$ cat config.mk
export PLATFORM = sky130hd
export DESIGN_NAME = cfg_latch_bank
export DESIGN_NICKNAME = d
export VERILOG_FILES = /design/src/rtl/cfg_bank_pkg.sv /design/src/rtl/cfg_addr_dec.sv /design/src/rtl/cfg_latch.sv /design/src/rtl/cfg_chan.sv /design/src/rtl/cfg_latch_bank.sv
export SDC_FILE = /design/constraint.sdc
export NUM_CORES = 1
export LEC_CHECK = 0
export BUFFER_PORTS_ARGS = -buffer_cell sky130_fd_sc_hd__buf_2
export CAP_MARGIN = 20
export CORE_MARGIN = 4
export CORE_UTILIZATION = 40
export DETAILED_ROUTE_END_ITERATION = 12
export HOLD_SLACK_MARGIN = 0.05
export SYNTH_ARGS = -nofsm -noshare
export SYNTH_HDL_FRONTEND = slang
export SYNTH_HIERARCHICAL = 1
export SYNTH_SLANG_ARGS = --single-unit
$ cat constraint.sdc
create_clock -name clk -period 3.3 [get_ports clk]
set_input_delay 0.165 -clock clk [delete_from_list [all_inputs] [get_ports clk]]
set_output_delay 0.165 -clock clk [all_outputs]
set_load 0.01 [all_outputs]
$ cat src/rtl/cfg_bank_pkg.sv
package cfg_bank_pkg;
  localparam int DW = 8;
  typedef logic [DW-1:0] cfg_byte_t;

  localparam cfg_byte_t RX_RST   = 8'hBF;
  localparam cfg_byte_t TX_RST   = 8'hAD;
  localparam cfg_byte_t DYN_RST  = 8'hB3;
  localparam cfg_byte_t MASK_RST = 8'hFF;

  localparam int GE_BIT    = 0;
  localparam int PAB_BIT   = 1;
  localparam int RATE_BIT  = 1;
  localparam int CKSEL_BIT = 2;
  localparam int BYP_BIT   = 3;

  typedef enum int {KIND_RX = 0, KIND_TX = 1, KIND_DYN = 2} latch_kind_e;
  localparam int NKIND = 3;

  // merge candidate into old value under a bit mask
  function automatic cfg_byte_t mask_merge(cfg_byte_t old_v, cfg_byte_t cand, cfg_byte_t m);
    return (old_v & ~m) | (cand & m);
  endfunction

  // broadcast value: upper bits from data, own enable bit kept
  function automatic cfg_byte_t global_cand(cfg_byte_t old_v, cfg_byte_t d);
    return {d[DW-1:1], old_v[GE_BIT]};
  endfunction

  function automatic logic global_take(cfg_byte_t old_v, cfg_byte_t d);
    return old_v[GE_BIT] | d[GE_BIT];
  endfunction

  // forbidden receive reconfiguration
  function automatic logic bad_reconfig(cfg_byte_t old_v, cfg_byte_t new_v);
    return (old_v[BYP_BIT:RATE_BIT] == 3'b000) && new_v[BYP_BIT] && new_v[CKSEL_BIT];
  endfunction
endpackage

$ cat src/rtl/cfg_addr_dec.sv
module cfg_addr_dec
  import cfg_bank_pkg::*;
#(
  parameter int NCH = 4,
  parameter int AW  = 4
) (
  input  logic                 clk,
  input  logic                 rst,
  input  logic                 wr_en,
  input  logic [AW-1:0]        wr_addr,
  output logic [NKIND*NCH-1:0] dir_we,
  output logic [NKIND-1:0]     glb_we,
  output logic                 mask_we
);
  localparam int NLAT      = NKIND * NCH;
  localparam int GLB_BASE  = NLAT;
  localparam int MASK_ADDR = NLAT + NKIND;

  always_comb begin
    for (int k = 0; k < NLAT; k++)
      dir_we[k] = wr_en && (int'(wr_addr) == k);
    for (int t = 0; t < NKIND; t++)
      glb_we[t] = wr_en && (int'(wr_addr) == GLB_BASE + t);
    mask_we = wr_en && (int'(wr_addr) == MASK_ADDR);
  end

  AST_ONE_TARGET: assert property (@(posedge clk) disable iff (rst)
    $onehot0({dir_we, glb_we, mask_we}));
  AST_IDLE_NO_TARGET: assert property (@(posedge clk) disable iff (rst)
    !wr_en |-> ({dir_we, glb_we, mask_we} == '0));
endmodule

$ cat src/rtl/cfg_latch.sv
module cfg_latch
  import cfg_bank_pkg::*;
#(
  parameter cfg_byte_t RST_VAL  = 8'h00,
  parameter bit        HOLD_PAB = 1'b0
) (
  input  logic      clk,
  input  logic      rst,
  input  logic      dir_we,
  input  logic      glb_we,
  input  cfg_byte_t wdata,
  input  cfg_byte_t mask,
  output cfg_byte_t q,
  output logic      upd,
  output cfg_byte_t nxt
);
  logic      take_glb;
  cfg_byte_t cand;
  cfg_byte_t stored;

  always_comb begin
    take_glb = glb_we && global_take(q, wdata);
    upd      = dir_we || take_glb;
    cand     = dir_we ? wdata : global_cand(q, wdata);
    nxt      = mask_merge(q, cand, mask);
    stored   = nxt;
    if (HOLD_PAB) stored[PAB_BIT] = 1'b1;
  end

  always_ff @(posedge clk) begin
    if (rst)      q <= RST_VAL;
    else if (upd) q <= stored;
  end

  AST_LATCH_HOLD: assert property (@(posedge clk) disable iff (rst)
    !upd |=> $stable(q));
  AST_GLOBAL_KEEPS_GE: assert property (@(posedge clk) disable iff (rst)
    (glb_we && !dir_we) |=> (q[GE_BIT] == $past(q[GE_BIT])));
  AST_MASK_FREEZE: assert property (@(posedge clk) disable iff (rst)
    upd |=> (((q ^ $past(q)) & ~$past(mask) & 8'hFD) == 8'h00));
endmodule

$ cat src/rtl/cfg_chan.sv
module cfg_chan
  import cfg_bank_pkg::*;
(
  input  logic             clk,
  input  logic             rst,
  input  logic [NKIND-1:0] dir_we,
  input  logic [NKIND-1:0] glb_we,
  input  cfg_byte_t        wdata,
  input  cfg_byte_t        mask,
  output cfg_byte_t        rx_q,
  output cfg_byte_t        tx_q,
  output cfg_byte_t        dyn_q,
  output logic             pab_pulse,
  output logic             err
);
  logic      rx_upd, tx_upd, dyn_upd;
  cfg_byte_t rx_nxt, tx_nxt, dyn_nxt;
  logic      pab_fire;
  logic      bad_hit;

  cfg_latch #(.RST_VAL(RX_RST), .HOLD_PAB(1'b0)) u_rx (
    .clk(clk), .rst(rst), .dir_we(dir_we[KIND_RX]), .glb_we(glb_we[KIND_RX]),
    .wdata(wdata), .mask(8'hFF), .q(rx_q), .upd(rx_upd), .nxt(rx_nxt));

  cfg_latch #(.RST_VAL(TX_RST), .HOLD_PAB(1'b0)) u_tx (
    .clk(clk), .rst(rst), .dir_we(dir_we[KIND_TX]), .glb_we(glb_we[KIND_TX]),
    .wdata(wdata), .mask(8'hFF), .q(tx_q), .upd(tx_upd), .nxt(tx_nxt));

  cfg_latch #(.RST_VAL(DYN_RST), .HOLD_PAB(1'b1)) u_dyn (
    .clk(clk), .rst(rst), .dir_we(dir_we[KIND_DYN]), .glb_we(glb_we[KIND_DYN]),
    .wdata(wdata), .mask(mask), .q(dyn_q), .upd(dyn_upd), .nxt(dyn_nxt));

  always_comb begin
    pab_fire = dyn_upd && !dyn_nxt[PAB_BIT];
    bad_hit  = rx_upd && bad_reconfig(rx_q, rx_nxt);
  end

  always_ff @(posedge clk) begin
    if (rst) begin
      pab_pulse <= 1'b0;
      err       <= 1'b0;
    end else begin
      pab_pulse <= pab_fire;
      if (bad_hit) err <= 1'b1;
    end
  end

  AST_ERR_STICKY: assert property (@(posedge clk) disable iff (rst)
    err |=> err);
  AST_PAB_AFTER_WRITE: assert property (@(posedge clk) disable iff (rst)
    pab_pulse |-> $past(dyn_upd));
  AST_PAB_STORED_HIGH: assert property (@(posedge clk) disable iff (rst)
    dyn_upd |=> dyn_q[PAB_BIT]);
  AST_ERR_NEEDS_RX_WRITE: assert property (@(posedge clk) disable iff (rst)
    $rose(err) |-> $past(rx_upd));
  AST_TX_UNUSED_NXT: assert property (@(posedge clk) disable iff (rst)
    tx_upd |=> (tx_q == $past(tx_nxt)));
endmodule

$ cat src/rtl/cfg_latch_bank.sv
module cfg_latch_bank
  import cfg_bank_pkg::*;
#(
  parameter int NCH = 4,
  parameter int AW  = $clog2(NKIND * NCH + NKIND + 1)
) (
  input  logic              clk,
  input  logic              rst,
  input  logic              wr_en,
  input  logic [AW-1:0]     wr_addr,
  input  logic [DW-1:0]     wr_data,
  output logic [NCH*DW-1:0] rx_cfg_o,
  output logic [NCH*DW-1:0] tx_cfg_o,
  output logic [NCH*DW-1:0] dyn_cfg_o,
  output logic [NCH-1:0]    pab_rst_o,
  output logic [NCH-1:0]    reconfig_err_o
);
  localparam int NLAT = NKIND * NCH;

  logic [NLAT-1:0]  dir_we;
  logic [NKIND-1:0] glb_we;
  logic             mask_we;
  cfg_byte_t        mask_q;

  cfg_addr_dec #(.NCH(NCH), .AW(AW)) u_dec (
    .clk(clk), .rst(rst), .wr_en(wr_en), .wr_addr(wr_addr),
    .dir_we(dir_we), .glb_we(glb_we), .mask_we(mask_we));

  always_ff @(posedge clk) begin
    if (rst)          mask_q <= MASK_RST;
    else if (mask_we) mask_q <= wr_data;
  end

  AST_MASK_STABLE: assert property (@(posedge clk) disable iff (rst)
    !mask_we |=> $stable(mask_q));

  for (genvar c = 0; c < NCH; c++) begin : g_ch
    cfg_byte_t rx_b, tx_b, dyn_b;
    cfg_chan u_ch (
      .clk(clk), .rst(rst),
      .dir_we(dir_we[NKIND*c +: NKIND]), .glb_we(glb_we),
      .wdata(wr_data), .mask(mask_q),
      .rx_q(rx_b), .tx_q(tx_b), .dyn_q(dyn_b),
      .pab_pulse(pab_rst_o[c]), .err(reconfig_err_o[c]));
    assign rx_cfg_o[DW*c +: DW]  = rx_b;
    assign tx_cfg_o[DW*c +: DW]  = tx_b;
    assign dyn_cfg_o[DW*c +: DW] = dyn_b;
  end

  AST_ERR_RESET: assert property (@(posedge clk)
    rst |=> (reconfig_err_o == '0));
endmodule

==> flow_summary.json <==
{
  "p_leak_nw": 2.622,
  "dieArea_um2": 16560,
  "cts-buffers-inserted": 9,
  "drc": 0,
  "wl_um": 15420,
  "h-tree-depth": 3,
  "final_cell_area_um2": 6828,
  "path_delay_family": "simple AND/OR/NAND/NOR gates",
  "ant_nets": 0,
  "fillCellCount": 1359,
  "hold_violations": 0,
  "cts_sinks": 108,
  "tns_ns": 0,
  "grt_antenna_before_repair": 1,
  "ios": 119,
  "peakVddDrop_mv": 0.2844,
  "drt-initial-drc-count": 301,
  "ys.warnings.count": 6,
  "synth_most_common_cell": "dfxtp_1",
  "worstSetupStartpointType": "input pin",
  "syn_area_um2": 5826,
  "grt_pass1_wl_um": 24410,
  "post-route-min-period_ns": 1.784,
  "core_area_um2": 14100,
  "numPortBuffers": 114,
  "diodes": 0,
  "cp.required_ns": 3.56,
  "crit_fanout": 9,
  "r2r_cells": 4,
  "synth_area_leaders": "dfxtp_1 37%, mux2_2 18%, nor4_1 5.6%",
  "grt_max_degree": 68,
  "cts_buffer_depth": 2,
  "synth_cell_types": 32,
  "dieWidth_um": 128.7,
  "syn2layout_area_growth_pct": 17.20,
  "path_cells": "buf_2, nand3_1, nor3_1, o21a_1, or2_1, nand4b_1, o41ai_2",
  "layout_setup_ws_ns": 1.516,
  "end_kind": "register",
  "synth.top_cells.by_count": "108 x dfxtp_1, 92 x mux2_2, 64 x nor2_1, 52 x nor4_1, 37 x nand2_1",
  "yosysSeqAreaShare": 0.3711,
  "drive_above_1_share": 0.3915,
  "avgRoutedWirePerCell_um": 16.47,
  "skew_ns": 0.005532,
  "rsz0062_at_grt": "no",
  "ys_ff_latch": 108,
  "place_ws_ns": 1.093,
  "cp_num_buf_inv": 1,
  "start_util": 0.4133,
  "first_global_vias": 4582,
  "powerDensity_nw_per_um2": 399.5,
  "post-cts-setup-buffer-count": 0,
  "nets": 768,
  "max_stage_delay_ns": 0.56,
  "synth_top_cell_by_area": "dfxtp_1",
  "ctsResizeCount": 0,
  "cp_slowest_cell": "nor3_1",
  "status": "completed",
  "vias": 4794,
  "synth_edf_count": 0,
  "syn_inst": 605,
  "synth_ff_type": "dfxtp_1",
  "die_h_um": 128.7,
  "place_congestion": 0.7757,
  "setup_violations": 0,
  "crit_cells": 7,
  "crit_type": "input pin to register",
  "slew_violations": 0,
  "clk_pin_slew_ns": 0.07,
  "core.rowCount": 43,
  "worstPathArrival_ns": 2.04,
  "clk-insertion-delay-late_ns": 0.35,
  "placed_area_um2": 6536,
  "hp-class": "input pin to register",
  "cts-root-buf": "clkbuf_16",
  "synth-async-reset-ratio": 0,
  "track_usage": 0.1882,
  "hold_depth": 2,
  "utilization": 0.4844,
  "tightest_slew_ns": 0.9914,
  "grt.overflow.total": 0,
  "slew_headroom": 0.3366,
  "post_drt_via_cell_ratio": 5.122,
  "clock.fmax_mhz": 560.4,
  "post-route-period-util": 0.5407,
  "cts_tree": "built",
  "power_w": 0.002728,
  "cap_viol_max_count": 0,
  "hold_buffers": 0,
  "dp_hpwl_um": 10720,
  "first_pass_iters": 6,
  "synth_top_area_frac": 0.3711,
  "synth.avg_cell_area_um2": 9.629
}
## power by group
part | internal [W] | switching [W] | total [W]
Combinational | 0.000116 | 0.000175 | 0.000292
Sequential | 0.00133 | 0.0000220 | 0.00135
Clock | 0.000621 | 0.000468 | 0.00109
## worst register-to-register path, cell delays in order (launching register included)
cell	delay (ns)
dfxtp_1	0.37
o21a_1	0.31
or2_1	0.29
nand4b_1	0.15
o41ai_2	0.20
## cell families after synthesis
| logic type | count (synthesis) | synth area share |
|---|---|---|
| flip-flops | 108 | 0.3711 |
| AND/OR/NAND/NOR | 219 | 0.1954 |
| other | 8 | 0.005155 |
| multiplexers | 92 | 0.1778 |
| buffers and inverters | 50 | 0.06529 |
| AO/OA/AOI/OAI | 128 | 0.1851 |
## cell usage in the layout, fill, tap and decap left out
cell | Yosys | routed
o211ai_1 | 24 | 24
a21oi_2 | 28 | 28
dfxtp_1 | 108 | 108
o41ai_2 | 4 | 4
a211o_1 | 2 | 2
a211o_2 | 6 | 6
nand3b_1 | 2 | 2
nand2b_1 | 18 | 18
bufinv_16 | 0 | 1
conb_1 | 8 | 68
nor4_1 | 52 | 52
clkinv_2 | 0 | 1
nand3_1 | 1 | 1
inv_1 | 8 | 8
clkbuf_16 | 0 | 9
nor3b_1 | 8 | 8
nor2b_1 | 8 | 8
o21a_1 | 4 | 4
or2_1 | 16 | 16
nand4b_1 | 4 | 4
buf_4 | 8 | 6
o21a_4 | 8 | 8
buf_2 | 0 | 113
o21ai_2 | 24 | 24
nor2_1 | 64 | 64
or3b_4 | 1 | 1
nand2_1 | 37 | 37
nor3_1 | 7 | 7
o21bai_1 | 4 | 4
clkbuf_8 | 0 | 2
a21oi_1 | 24 | 24
clkbuf_1 | 8 | 1
mux2_2 | 92 | 92
nor3_2 | 1 | 1
## flip-flops by register name, summed over array words and instances (netlist names)
signal,count
mask_q,8
g_ch.u_ch/pab_pulse,4
g_ch.u_ch/u_rx/q,32
g_ch.u_ch/u_tx/q,32
g_ch.u_ch/u_dyn/q,28
g_ch.u_ch/err,4
## metal layers
layer	wire length, µm	vias up	track usage
met5	13	-	0
li1	-	2432	-
met2	6857	133	0.2912
met1	7280	2218	0.2599
met4	134	2	0.03953
met3	1130	9	0.05812
## per-stage QoR
stage,cells,hold WS [ns]
floorplan,665,0.2408
global placement,922,0.4458
detailed placement,922,0.4491
CTS,936,0.3146
global route,936,0.3284
finish,936,0.3317
## path summary, 6_finish.rpt
kind                            slack, ns                            end                                start
worst max-delay path                 1.52  g_ch[2].u_ch/err$_SDFFE_PP0P_                           wr_addr[3]
worst min-delay path                 0.33         mask_q[5]$_SDFFE_PP1P_                           wr_data[5]
worst max register to register       1.88  g_ch[2].u_ch/err$_SDFFE_PP0P_  g_ch[2].u_ch/u_rx/q[0]$_SDFFE_PP1P_
worst min register to register       0.46  g_ch[1].u_ch/err$_SDFFE_PP0P_        g_ch[1].u_ch/err$_SDFFE_PP0P_
## layout make-up
class / instances / area (µm²) / share of cell area
sequential: 108 / 2162 / 0.3167
inverter: 8 / 30.03 / 0.004398
clock buffer: 12 / 256.5 / 0.03757
clock inverter: 2 / 35.03 / 0.005131
tap: 180 / 225.2 / 0.03299
multi-input combinational: 507 / 3508 / 0.5138
timing repair buffer: 119 / 610.6 / 0.08943
No activity file was read; power rests on OpenSTA's default activity.
